[config.mk]
export PLATFORM = sky130hd
export DESIGN_NAME = rtc_shadow_core
export DESIGN_NICKNAME = d
export VERILOG_FILES = /design/src/rtl/rtc_pkg.sv /design/src/rtl/rtc_time_ctr.sv /design/src/rtl/rtc_shadow.sv /design/src/rtl/rtc_shadow_core.sv
export SDC_FILE = /design/constraint.sdc
export NUM_CORES = 1
export LEC_CHECK = 0
export BUFFER_PORTS_ARGS = -buffer_cell sky130_fd_sc_hd__buf_2
export CORE_ASPECT_RATIO = 1.75
export CORE_MARGIN = 4
export CORE_UTILIZATION = 58
export CTS_CLUSTER_SIZE = 25
export DETAILED_ROUTE_END_ITERATION = 16
export GPL_ROUTABILITY_DRIVEN = 0
export GPL_TIMING_DRIVEN = 0
export PLACE_DENSITY = 0.74
export SYNTH_ARGS = -nofsm -noshare
export SYNTH_HDL_FRONTEND = slang
export SYNTH_SLANG_ARGS = --single-unit
[constraint.sdc]
create_clock -name clk -period 7.3 [get_ports clk]
set_input_delay 1.46 -clock clk [delete_from_list [all_inputs] [get_ports clk]]
set_output_delay 1.46 -clock clk [all_outputs]
set_load 0.05 [all_outputs]
[src/rtl/rtc_pkg.sv]
package rtc_pkg;
  localparam int DW     = 8;
  localparam int NFIELD = 8;

  typedef logic [DW-1:0] byte_t;
  typedef logic [NFIELD-1:0][DW-1:0] time_vec_t;

  typedef enum logic [2:0] {
    F_HSEC, F_SEC, F_MIN, F_HOUR, F_DAY, F_DATE, F_MON, F_YEAR
  } field_e;

  // year, month, date, day, hour, min, sec, hsec (MSB first)
  localparam time_vec_t RST_TIME = {8'h00, 8'h01, 8'h01, 8'h01,
                                    8'h00, 8'h00, 8'h00, 8'h00};

  function automatic byte_t bcd_inc(byte_t v);
    if (v[3:0] == 4'h9) return {v[7:4] + 4'h1, 4'h0};
    return {v[7:4], v[3:0] + 4'h1};
  endfunction

  function automatic byte_t bcd_to_bin(byte_t v);
    return 8'(v[7:4]) * 8'd10 + 8'(v[3:0]);
  endfunction

  function automatic byte_t month_last(byte_t mon, byte_t yr);
    byte_t yb;
    yb = bcd_to_bin(yr);
    case (mon)
      8'h02:                      return (yb[1:0] == 2'b00) ? 8'h29 : 8'h28;
      8'h04, 8'h06, 8'h09, 8'h11: return 8'h30;
      default:                    return 8'h31;
    endcase
  endfunction

  function automatic byte_t field_mask(int unsigned idx);
    case (idx)
      0:       return 8'hFF;
      1, 2, 3: return 8'h7F;
      4:       return 8'h07;
      5:       return 8'h3F;
      6:       return 8'h1F;
      default: return 8'hFF;
    endcase
  endfunction
endpackage

[src/rtl/rtc_time_ctr.sv]
module rtc_time_ctr
  import rtc_pkg::*;
#(
  parameter byte_t WEEK_LAST = 8'h07
) (
  input  logic              clk,
  input  logic              rst,
  input  logic              step,
  input  logic [NFIELD-1:0] wr_sel,
  input  byte_t             wr_val,
  output time_vec_t         tm
);
  time_vec_t nxt;
  logic      c_sec, c_min, c_hour, c_day, c_mon, c_yr;
  logic      pm;
  byte_t     hr12, hr12_inc, hr24;

  always_comb begin
    nxt      = tm;
    pm       = tm[F_HOUR][5];
    hr12     = {3'b000, tm[F_HOUR][4:0]};
    hr12_inc = bcd_inc(hr12);
    hr24     = {2'b00, tm[F_HOUR][5:0]};
    c_sec    = step && (tm[F_HSEC] == 8'h99);
    c_min    = c_sec && (tm[F_SEC] == 8'h59);
    c_hour   = c_min && (tm[F_MIN] == 8'h59);
    c_day    = 1'b0;
    c_mon    = 1'b0;
    c_yr     = 1'b0;

    if (step)  nxt[F_HSEC] = c_sec  ? 8'h00 : bcd_inc(tm[F_HSEC]);
    if (c_sec) nxt[F_SEC]  = c_min  ? 8'h00 : bcd_inc(tm[F_SEC]);
    if (c_min) nxt[F_MIN]  = c_hour ? 8'h00 : bcd_inc(tm[F_MIN]);

    if (c_hour) begin
      if (tm[F_HOUR][6]) begin
        if (hr12 == 8'h11) begin
          nxt[F_HOUR] = {2'b01, ~pm, 5'h12};
          c_day       = pm;
        end else if (hr12 == 8'h12) begin
          nxt[F_HOUR] = {2'b01, pm, 5'h01};
        end else begin
          nxt[F_HOUR] = {2'b01, pm, hr12_inc[4:0]};
        end
      end else if (hr24 == 8'h23) begin
        nxt[F_HOUR] = 8'h00;
        c_day       = 1'b1;
      end else begin
        nxt[F_HOUR] = bcd_inc(hr24);
      end
    end

    if (c_day) begin
      nxt[F_DAY]  = (tm[F_DAY] == WEEK_LAST) ? 8'h01 : bcd_inc(tm[F_DAY]);
      c_mon       = (tm[F_DATE] == month_last(tm[F_MON], tm[F_YEAR]));
      nxt[F_DATE] = c_mon ? 8'h01 : bcd_inc(tm[F_DATE]);
    end
    if (c_mon) begin
      c_yr       = (tm[F_MON] == 8'h12);
      nxt[F_MON] = c_yr ? 8'h01 : bcd_inc(tm[F_MON]);
    end
    if (c_yr) nxt[F_YEAR] = (tm[F_YEAR] == 8'h99) ? 8'h00 : bcd_inc(tm[F_YEAR]);

    for (int i = 0; i < NFIELD; i++) begin
      if (wr_sel[i]) nxt[i] = wr_val & field_mask(i);
    end
  end

  always_ff @(posedge clk) begin
    if (rst) tm <= RST_TIME;
    else     tm <= nxt;
  end
endmodule

[src/rtl/rtc_shadow.sv]
module rtc_shadow
  import rtc_pkg::*;
(
  input  logic              clk,
  input  logic              rst,
  input  logic              copy_en,
  input  logic [NFIELD-1:0] wr_sel,
  input  byte_t             wr_val,
  input  time_vec_t         live,
  output time_vec_t         vis
);
  always_ff @(posedge clk) begin
    if (rst) begin
      vis <= RST_TIME;
    end else begin
      for (int i = 0; i < NFIELD; i++) begin
        if (wr_sel[i])    vis[i] <= wr_val & field_mask(i);
        else if (copy_en) vis[i] <= live[i];
      end
    end
  end
endmodule

[src/rtl/rtc_shadow_core.sv]
module rtc_shadow_core
  import rtc_pkg::*;
#(
  parameter int    ADDR_W    = 4,
  parameter int    CMD_ADDR  = 11,
  parameter byte_t WEEK_LAST = 8'h07
) (
  input  logic              clk,
  input  logic              rst,
  input  logic              tick_100hz,
  input  logic [ADDR_W-1:0] bus_addr,
  input  logic [DW-1:0]     bus_wdata,
  input  logic              bus_we,
  output logic [DW-1:0]     bus_rdata,
  output logic              sqw_en
);
  localparam logic [NFIELD-1:0][ADDR_W-1:0] FADDR = {
    ADDR_W'(10), ADDR_W'(9), ADDR_W'(8), ADDR_W'(6),
    ADDR_W'(4),  ADDR_W'(2), ADDR_W'(1), ADDR_W'(0)};
  localparam logic [ADDR_W-1:0] A_CMD = ADDR_W'(CMD_ADDR);

  logic [NFIELD-1:0] fld_hit, wr_sel;
  logic              cmd_hit;
  logic              te_q, osc_off_q, step;
  time_vec_t         live_tm, vis_tm;
  byte_t             rd_nxt;

  for (genvar g = 0; g < NFIELD; g++) begin : g_dec
    assign fld_hit[g] = (bus_addr == FADDR[g]);
    assign wr_sel[g]  = bus_we & fld_hit[g];
  end
  assign cmd_hit = (bus_addr == A_CMD);
  assign step    = tick_100hz & ~osc_off_q;

  always_ff @(posedge clk) begin
    if (rst) begin
      te_q      <= 1'b1;
      osc_off_q <= 1'b1;
      sqw_en    <= 1'b0;
    end else if (bus_we) begin
      if (cmd_hit) te_q <= bus_wdata[7];
      if (fld_hit[F_MON]) begin
        osc_off_q <= bus_wdata[7];
        sqw_en    <= ~bus_wdata[6];
      end
    end
  end

  rtc_time_ctr #(.WEEK_LAST(WEEK_LAST)) u_ctr (
    .clk    (clk),
    .rst    (rst),
    .step   (step),
    .wr_sel (wr_sel),
    .wr_val (bus_wdata),
    .tm     (live_tm)
  );

  rtc_shadow u_shd (
    .clk     (clk),
    .rst     (rst),
    .copy_en (te_q),
    .wr_sel  (wr_sel),
    .wr_val  (bus_wdata),
    .live    (live_tm),
    .vis     (vis_tm)
  );

  always_comb begin
    rd_nxt = '0;
    for (int i = 0; i < NFIELD; i++) begin
      if (fld_hit[i]) rd_nxt = vis_tm[i];
    end
    if (fld_hit[F_MON]) rd_nxt = vis_tm[F_MON] | {osc_off_q, ~sqw_en, 6'b0};
    if (cmd_hit)        rd_nxt = {te_q, 7'b0};
  end

  always_ff @(posedge clk) begin
    if (rst) bus_rdata <= '0;
    else     bus_rdata <= rd_nxt;
  end
endmodule

# == Word-level counts from Yosys, hierarchy flattened ==
# Index checks and enable logic that the tools add are counted.
# Widths: inputs -> output; s select.
# word_totals
reg_bits,139
inputBits,16
output_inout_bits,9
elab_cells,266
# classes
n_addsub,18
n_mul,1
eq_ne,33
n_mux,112
n_bitwise,30
reduce_logical,42
# ops
cell,n
$mux 8,82
$and 8x8->8,16
$add 4x1->4 const B,15
$eq 4x4->1 const B,12
$reduce_bool 2->1,16
$mux 1,25
$eq 8x3->1 const B,3
$reduce_bool 3->1,7
$reduce_and 2->1,9
$eq 8x5->1 const B,2
$eq 8x7->1 const B,2
$eq 8x8->1 const B,2
$mux 16,1
$pmux 8 s2,1
$mux 5,3
$eq 5x5->1 const B,2
$and 1x1->1,9
$eq 4x3->1 const B,2
$eq 8x2->1 const B,1
$eq 8x4->1 const B,1
$eq 8x8->1,1
$or 8x8->8,1
$eq 6x6->1 const B,1
$reduce_and 3->1,2
other kinds (15),20

# == Logic depth before layout (Yosys ltp) ==
# Gate-level depths: netlist of the first run.
# logic_depth
depth_word,15
mapped_depth,10
depth_no_buf,8

# == Cells and area by module ==
# Synthesis of the first run repeated with hierarchy kept, for this count alone.
# unflattened
hier_cells,984
hier_area_um2,8491.9
# modules_own_cells
module,instances,cells_per_inst,area_per_inst_um2,seq_area_each_um2
rtc_time_ctr,1,548,4456.8,1261.2
rtc_shadow,1,271,2884.0,1281.2
rtc_shadow_core,1,165,1151.1,220.2

# == Least setup slack after synthesis of the first run ==
# No wires, ideal clock.
# synth_path
path_kind,input to register
from,input port bus_addr[1]
to,register u_shd.vis[40] in the netlist's numbering
setup_ps,128
t_arrival_ps,3190
required_ps,7172
setup_slack_ps,3981
stages,6
n_path_buf,2
path_cell_list,clkbuf_1 > nor4b_1 > nand2_1 > clkbuf_1 > o21ai_0 > nand2_1
# synth_between
elab_chain_cells,3
word_cells_on_any_way,4
cone_classes,1 x eq/ne; 1 x mux; 1 x bitwise; 1 x reduce/logical
# synth_lines
item,line_no,rtl
from (decl),rtc_shadow_core.sv:11,"input logic [ADDR_W-1:0] bus_addr,"
$eq 4x4->1 (*),rtc_shadow_core.sv:29,assign fld_hit[g] = (bus_addr == FADDR[g]);
$and 1x1->1 (*),rtc_shadow_core.sv:30,assign wr_sel[g] = bus_we & fld_hit[g];
$mux 8 or $reduce_bool 2->1 (tied branches),-,
"to (signal, indexed assignment)",rtc_shadow.sv:17,if (wr_sel[i]) vis[i] <= wr_val & field_mask(i);
"to (signal, indexed assignment)",rtc_shadow.sv:18,else if (copy_en) vis[i] <= live[i];
to (decl),rtc_shadow.sv:10,output time_vec_t vis
# Mark *: on every way between the ends. The rest lies on a longest branch, timed or not.
# A chain may end at the register's enable or synchronous reset.

# == Final worst setup path of the first run ==
# layout_path
from,input port tick_100hz
to,register u_ctr.tm[49] in the netlist's numbering
# layout_between
elab_chain_cells,7
# layout_lines
item,line_no,rtl
from (decl),rtc_shadow_core.sv:10,"input logic tick_100hz,"
$and 1x1->1,rtc_shadow_core.sv:33,assign step = tick_100hz & ~osc_off_q;
$logic_and 1x1->1,rtc_time_ctr.sv:24,c_sec = step && (tm[F_HSEC] == 8'h99);
$logic_and 1x1->1,rtc_time_ctr.sv:25,c_min = c_sec && (tm[F_SEC] == 8'h59);
$logic_and 1x1->1,rtc_time_ctr.sv:26,c_hour = c_min && (tm[F_MIN] == 8'h59);
$mux 1,rtc_time_ctr.sv:35,if (c_hour) begin
$mux 1,rtc_time_ctr.sv:53,if (c_day) begin
$reduce_bool 2->1 (no source line),-,
to (signal assigned),rtc_time_ctr.sv:71,else tm <= nxt;
to (decl),rtc_time_ctr.sv:11,output time_vec_t tm
# No other way between the ends.

==> run metrics, run 1 <==
vias in the first global route=7252; WS Path Type=primary input to flip-flop; number of diodes=0; met2 Use GR=54.23%; most frequent cell after synthesis=dfxtp_1; Pint=0.001431 W; dpl hpwl=17700 µm; WL/cell=21.53 µm; Antenna Nets Post-Route=0; Die ar.=15280 µm²; Final TNS setup=0 ns; Syn Nets=975; GR peak layer=met2; htree depth=4; Distinct cells, synth=74; largest net degree at the start of global routing=17; DIE WIDTH=95.19 µm; Power per Cell Area=216.2 nW/µm²; Period Utilization, post-route=52.29%; Hold Slack=0.5136 ns; Reg clk slew, reported paths=0.06 ns; Hold Path Depth=2; hold buffers post-CTS=0; Final Util=66.74%; R2R depth=7; Synth top area share=35.55%; vias post-DR=7582; relative slew slack=6.394%; Sw Ratio=23.76%; Data arrival, critical path=4.13 ns; CTS root buf=clkbuf_16; Static Leak=3.425 nW; post-synthesis sequential area ratio=35.55%; Comb power frac=7.2%; CTS resizes=0; PortBufs=19; grt total ovfl=0; Hold Path End=u_shd.vis[54]$_SDFFE_PP0P_; Area contributors post-synth=dfxtp_1 (36%), mux2i_1 (9.3%), a21oi_1 (4.7%); Sw Pwr=0.0004461 W; Synth Cell Area=7715 µm²; number of remaining DRC errors=0; Starting Density=59.32%; postcts setup bufs=0; Post-Synthesis Cells=931; Final Hold Viols=0; all-layer global routing usage=32.95%; worst-margin pin slew=1.393 ns; Core Footprint=13010 µm²; leading area contributor after synthesis=dfxtp_1; post-DR vias/cell=6.582; GR Layer Usage met3=5.295%; Num CTS Buffers=17; Tmin final=3.817 ns; reg2reg end=u_ctr.tm[49]$_SDFFE_PP0P_; number of synthesized flops with an enable pin=0; synthesis-stage register bit count=137; share of layout cells above drive strength 1=8.155%; num ports=25; hold path startpoint=u_shd.vis[54]$_SDFFE_PP0P_; Placement Rows=55; crit end category=flip-flop; total wire length=24810 µm; Post-DP Area=8024 µm²; Post-synth top cells=dfxtp_1 (137), a21oi_1 (73), o21ai_0 (73); pre-CTS setup slack=3.226 ns; asr flop ratio synth=0%; Layout fillers=1109; VDD IR-drop max=0.1516 mV; final worst slack=3.483 ns; area growth from synthesis to layout=12.52%; RSZ-0062 raised after global routing=false; synth warn=0; Fin Clk Skew=0.006799 ns; CTS tree=done; Min-Delay Path Class=flip-flop to flip-flop; MaxCap Viol Count=0; clk_lat worst skew=0.42 ns; met1 Use GR=37.65%; Flop pwr share=41.7%; Avg Inst Size Synth=8.287 µm²; Fmax=0.2620 GHz; post-route cell area=8681 µm²; FF-to-FF Start=u_ctr.tm[16]$_SDFFE_PP0P_; first-pass GRT wire length=38860 µm; antenna violations before repair=0; Max Slew Vio Count=0; clk buf depth=2; R2R Setup Slk=3.65 ns; crit-path max FO=10; Startpoint Class=primary input; Pre-Repair DR Iteration Count=5; Required @ worst endpoint=7.61 ns; clock network power share=51.1%; die height=160.6 µm; status=finished, final reports clean; clock tree sinks=137; DRT iter0 DRCs=670; nets@finish=1013; Setup-failing EPs final=0; Primary FF master, synth=dfxtp_1
## cell type report
type / instances / area, µm² / share of cell area [%]
timing repair buffer: 19 / 95.09 / 1.095
inverter: 33 / 123.9 / 1.427
sequential: 137 / 2743 / 31.59
clock inverter: 11 / 193.9 / 2.234
clock buffer: 20 / 456.7 / 5.261
buffer: 71 / 279.0 / 3.214
tap: 171 / 214.0 / 2.465
multi-input combinational: 690 / 4576 / 52.71
## layout by cell type, fill, tap and decap left out, drive strengths merged, types with 27 or more instances in the layout
cell type	synthesis	layout
mux2i	72	72
clkbuf	60	80
nand3	37	37
a31oi	27	27
buf	11	30
o21ai	79	79
inv	33	34
nand2	62	62
nor2	66	66
dfxtp	137	137
a21oi	73	73
ha	28	28
## kinds of logic (layout without fill, tap and decap cells)
family | after synthesis | count (layout) | share of synthesized area, %
flops | 137 | 137 | 35.55
fa+ha+maj | 28 | 28 | 4.541
buf+inv | 104 | 154 | 5.222
compound gates | 269 | 269 | 21.98
simple gates | 303 | 303 | 20.91
xor+xnor | 5 | 5 | 0.5676
mux | 85 | 85 | 11.24
## power by group through the flow
| stage | Clock (W) | Sequential [W] | Combinational (W) |
|---|---|---|---|
| after floorplan | 0 | 0.000797 | 0.0000845 |
| after global placement | 0 | 0.000798 | 0.000128 |
| after detailed placement | 0 | 0.000798 | 0.000130 |
| after CTS | 0.000956 | 0.000782 | 0.000131 |
| after global routing | 0.000990 | 0.000784 | 0.000145 |
| final | 0.000959 | 0.000783 | 0.000135 |
## through the flow
step	std cells	total power [W]
finish	1152	0.001877
global route	1152	0.001920
CTS	1152	0.001870
detailed placement	1121	0.0009283
global placement	1121	0.0009265
floorplan	931	0.0008817
## per-layer routing
metal | vias up | routed length [µm]
li1 | 3518 | -
met4 | 0 | 2031
met3 | 105 | 1575
met1 | 3590 | 9195
met5 | - | 0
met2 | 369 | 12010
## flip-flops by register name (all words and copies together) (netlist names)
| signal | flops |
|---|---|
| bus_rdata | 8 |
| u_ctr.tm | 63 |
| u_shd.vis | 63 |
| osc_off_q | 1 |
| sqw_en | 1 |
| te_q | 1 |
## how the worst max path moves through the flow
stage	end	startpoint	cells after the start	slack (ns)
2_1_floorplan	u_shd.vis[40]$_SDFFE_PP1P_	bus_addr[1]	6	3.98
3_3_place_gp	u_ctr.tm[37]$_SDFFE_PP0P_	tick_100hz	8	3.21
3_5_place_dp	u_ctr.tm[37]$_SDFFE_PP0P_	tick_100hz	8	3.23
4_1_cts	u_ctr.tm[37]$_SDFFE_PP0P_	tick_100hz	8	3.67
5_1_grt	u_ctr.tm[49]$_SDFFE_PP0P_	tick_100hz	7	3.44
6_report	u_ctr.tm[49]$_SDFFE_PP0P_	tick_100hz	7	3.48
## critical path: stages
cell      delay (ns)
buf_2           0.12
and4b_1         0.27
nand4_1         0.16
nor3_1          1.08
clkbuf_1        0.53
nand4_1         0.16
a31oi_1         0.34
(Power assumes the default switching activity.)
==> run 2, diff against run 1 <==
- clock period: 7.3 -> 3.6 ns (I/O delays scaled with it)
==> run metrics, run 2 (synthesized netlist as in run 1, its figures left out) <==
status=finished, final reports clean (unchanged); Power per Cell Area=438.5 nW/µm² (was 216.2 nW/µm²); VDD IR-drop max=0.3081 mV (was 0.1516 mV); post-DR vias/cell=6.582 (about the same); worst-margin pin slew=1.013 ns (was 1.393 ns); Crit path max-delay family=compound AO/OA/AOI/OAI gates (was simple AND/OR/NAND/NOR gates); share of layout cells above drive strength 1=8.257% (was 8.155%); slowest stage cell on the critical path=or4b_4 (was nor3_1); Max Slew Vio Count=0 (unchanged); CP bufs+invs=2 (unchanged); nets@finish=1013 (unchanged); Antenna Nets Post-Route=0 (unchanged); all-layer global routing usage=32.95% (unchanged); first-pass GRT wire length=38860 µm (unchanged); Placement Rows=55 (unchanged); number of diodes=0 (unchanged); largest net degree at the start of global routing=17 (unchanged); WL/cell=21.58 µm (was 21.53 µm); grt total ovfl=0 (unchanged); Static Leak=3.425 nW (about the same); Hold Slack=0.5136 ns (about the same); leading registers by flop count=u_ctr.tm (63), u_shd.vis (63), bus_rdata (8) (unchanged); final worst slack=0.2568 ns (was 3.483 ns); Period Utilization, post-route=92.87%; Hold Path Depth=2 (unchanged); antenna violations before repair=0 (unchanged); postcts setup bufs=0 (unchanged); most common cell after layout, fill and taps aside=dfxtp_1 (unchanged); clock tree sinks=137 (unchanged); Num CTS Buffers=17 (unchanged); Reg clk slew, reported paths=0.06 ns (about the same); dpl hpwl=17700 µm (unchanged); relative slew slack=32.46% (was 6.394%); Required @ worst endpoint=3.86 ns (was 7.61 ns); cells along the critical path=inv_1, ha_1, or3b_1, or4b_4, a211oi_4, o21ai_1, clkbuf_1, o211ai_1, a31oi_1 (was buf_2, and4b_1, nand4_1, nor3_1, clkbuf_1, nand4_1, a31oi_1); Die ar.=15280 µm² (unchanged); R2R Setup Slk=0.26 ns (was 3.65 ns); Final Util=66.78% (was 66.74%); Min-Delay Path Class=flip-flop to flip-flop (unchanged); Final TNS setup=0 ns (unchanged); vias in the first global route=7252 (unchanged); Startpoint Class=flip-flop (was primary input); CP peak stage delay=0.57 ns (was 1.08 ns); Hold Path End=u_shd.vis[54]$_SDFFE_PP0P_ (unchanged); number of remaining DRC errors=0 (unchanged); Core Footprint=13010 µm² (unchanged); WS Path Type=flip-flop to flip-flop (was primary input to flip-flop); Non-Filler Instances=1152 (unchanged); Data arrival, critical path=3.60 ns (was 4.13 ns); Fin Clk Skew=0.006262 ns (was 0.006799 ns); vias post-DR=7583 (was 7582); pre-CTS setup slack=0.1738 ns (was 3.226 ns); total wire length=24860 µm (was 24810 µm); num ports=25 (unchanged); RSZ-0062 raised after global routing=false (unchanged); clk buf depth=2 (unchanged); DIE WIDTH=95.19 µm (unchanged); area growth from synthesis to layout=12.59% (was 12.52%); reg2reg end=u_ctr.tm[49]$_SDFFE_PP0P_ (unchanged); Fmax=0.2991 GHz; Final Hold Viols=0 (unchanged); Tmin final=3.343 ns; crit end category=flip-flop (unchanged); crit-path max FO=10 (unchanged); CTS tree=done (unchanged); htree depth=4 (unchanged); Pre-Repair DR Iteration Count=7 (was 5); most frequent cells in the layout=dfxtp_1 (137), a21oi_1 (73), o21ai_0 (73) (unchanged); CP Launch Point=u_ctr.tm[52]$_SDFFE_PP0P_ (was tick_100hz); CTS root buf=clkbuf_16 (unchanged); R2R depth=9 (was 7); die height=160.6 µm (unchanged); dpl cells=1121 (unchanged); Starting Density=59.32% (unchanged); MaxCap Viol Count=0 (unchanged); hold path startpoint=u_shd.vis[54]$_SDFFE_PP0P_ (unchanged); FF-to-FF Start=u_ctr.tm[52]$_SDFFE_PP0P_ (was u_ctr.tm[16]$_SDFFE_PP0P_); Setup-failing EPs final=0 (unchanged); PortBufs=19 (unchanged); clk_lat worst skew=0.42 ns (about the same); DRT iter0 DRCs=672 (was 670); hold buffers post-CTS=0 (unchanged)
## run 2: through the flow
step | instance area [µm²] | power [W]
finish | 8686 | 0.003808
global route | 8686 | 0.003893
CTS | 8675 | 0.003791
detailed placement | 8024 | 0.001882
global placement | 8024 | 0.001879
floorplan | 7715 | 0.001788
## run 2: worst reg2reg max path, stage by stage, from the launching register on
cell and delay [ns]:
dfxtp_1 0.35, inv_1 0.11, ha_1 0.18, or3b_1 0.49, or4b_4 0.57, a211oi_4 0.45
o21ai_1 0.27, clkbuf_1 0.34, o211ai_1 0.25, a31oi_1 0.17
## run 2: timing repair
action | CTS | global route
hold endpoints to repair | 0 | 0
setup endpoints to repair | 0 | 2
gates resized for setup | 0 | 1
## run 2: how the worst max path moves through the flow
stage                                end  depth (start not counted)  slack [ns]
4_1_cts        u_ctr.tm[37]$_SDFFE_PP0P_                          8        0.17
3_5_place_dp   u_ctr.tm[37]$_SDFFE_PP0P_                          8        0.17
5_1_grt        u_ctr.tm[49]$_SDFFE_PP0P_                          9        0.12
2_1_floorplan  u_ctr.tm[60]$_SDFFE_PP0P_                          8        0.92
3_3_place_gp   u_ctr.tm[37]$_SDFFE_PP0P_                          8        0.14
6_report       u_ctr.tm[49]$_SDFFE_PP0P_                          9        0.26
## run 2: final cells by class
| cell class | instances | area (µm²) |
|---|---|---|
| sequential | 137 | 2743 |
| multi-input combinational | 690 | 4581 |
| timing repair buffer | 19 | 95.09 |
| clock inverter | 11 | 193.9 |
| buffer | 71 | 279.0 |
| fill | 1106 | 4320 |
| clock buffer | 20 | 456.7 |
| inverter | 33 | 123.9 |
| tap | 171 | 214.0 |
## run 2: metal layers
| layer | routed length, µm | track usage (%) |
|---|---|---|
| met1 | 9285 | 37.65 |
| met2 | 12010 | 54.23 |
| met3 | 1581 | 5.295 |
| met4 | 1978 | 23.65 |
| met5 | 0 | 0 |
## run 2: where the power goes
| group | total (W) | leakage (nW) | switching, W | internal (W) |
|---|---|---|---|---|
| sequential | 0.00159 | 1.11 | 0.0000371 | 0.00155 |
| combinational | 0.000274 | 2.00 | 0.000187 | 0.0000868 |
| clock | 0.00195 | 0.316 | 0.000682 | 0.00126 |
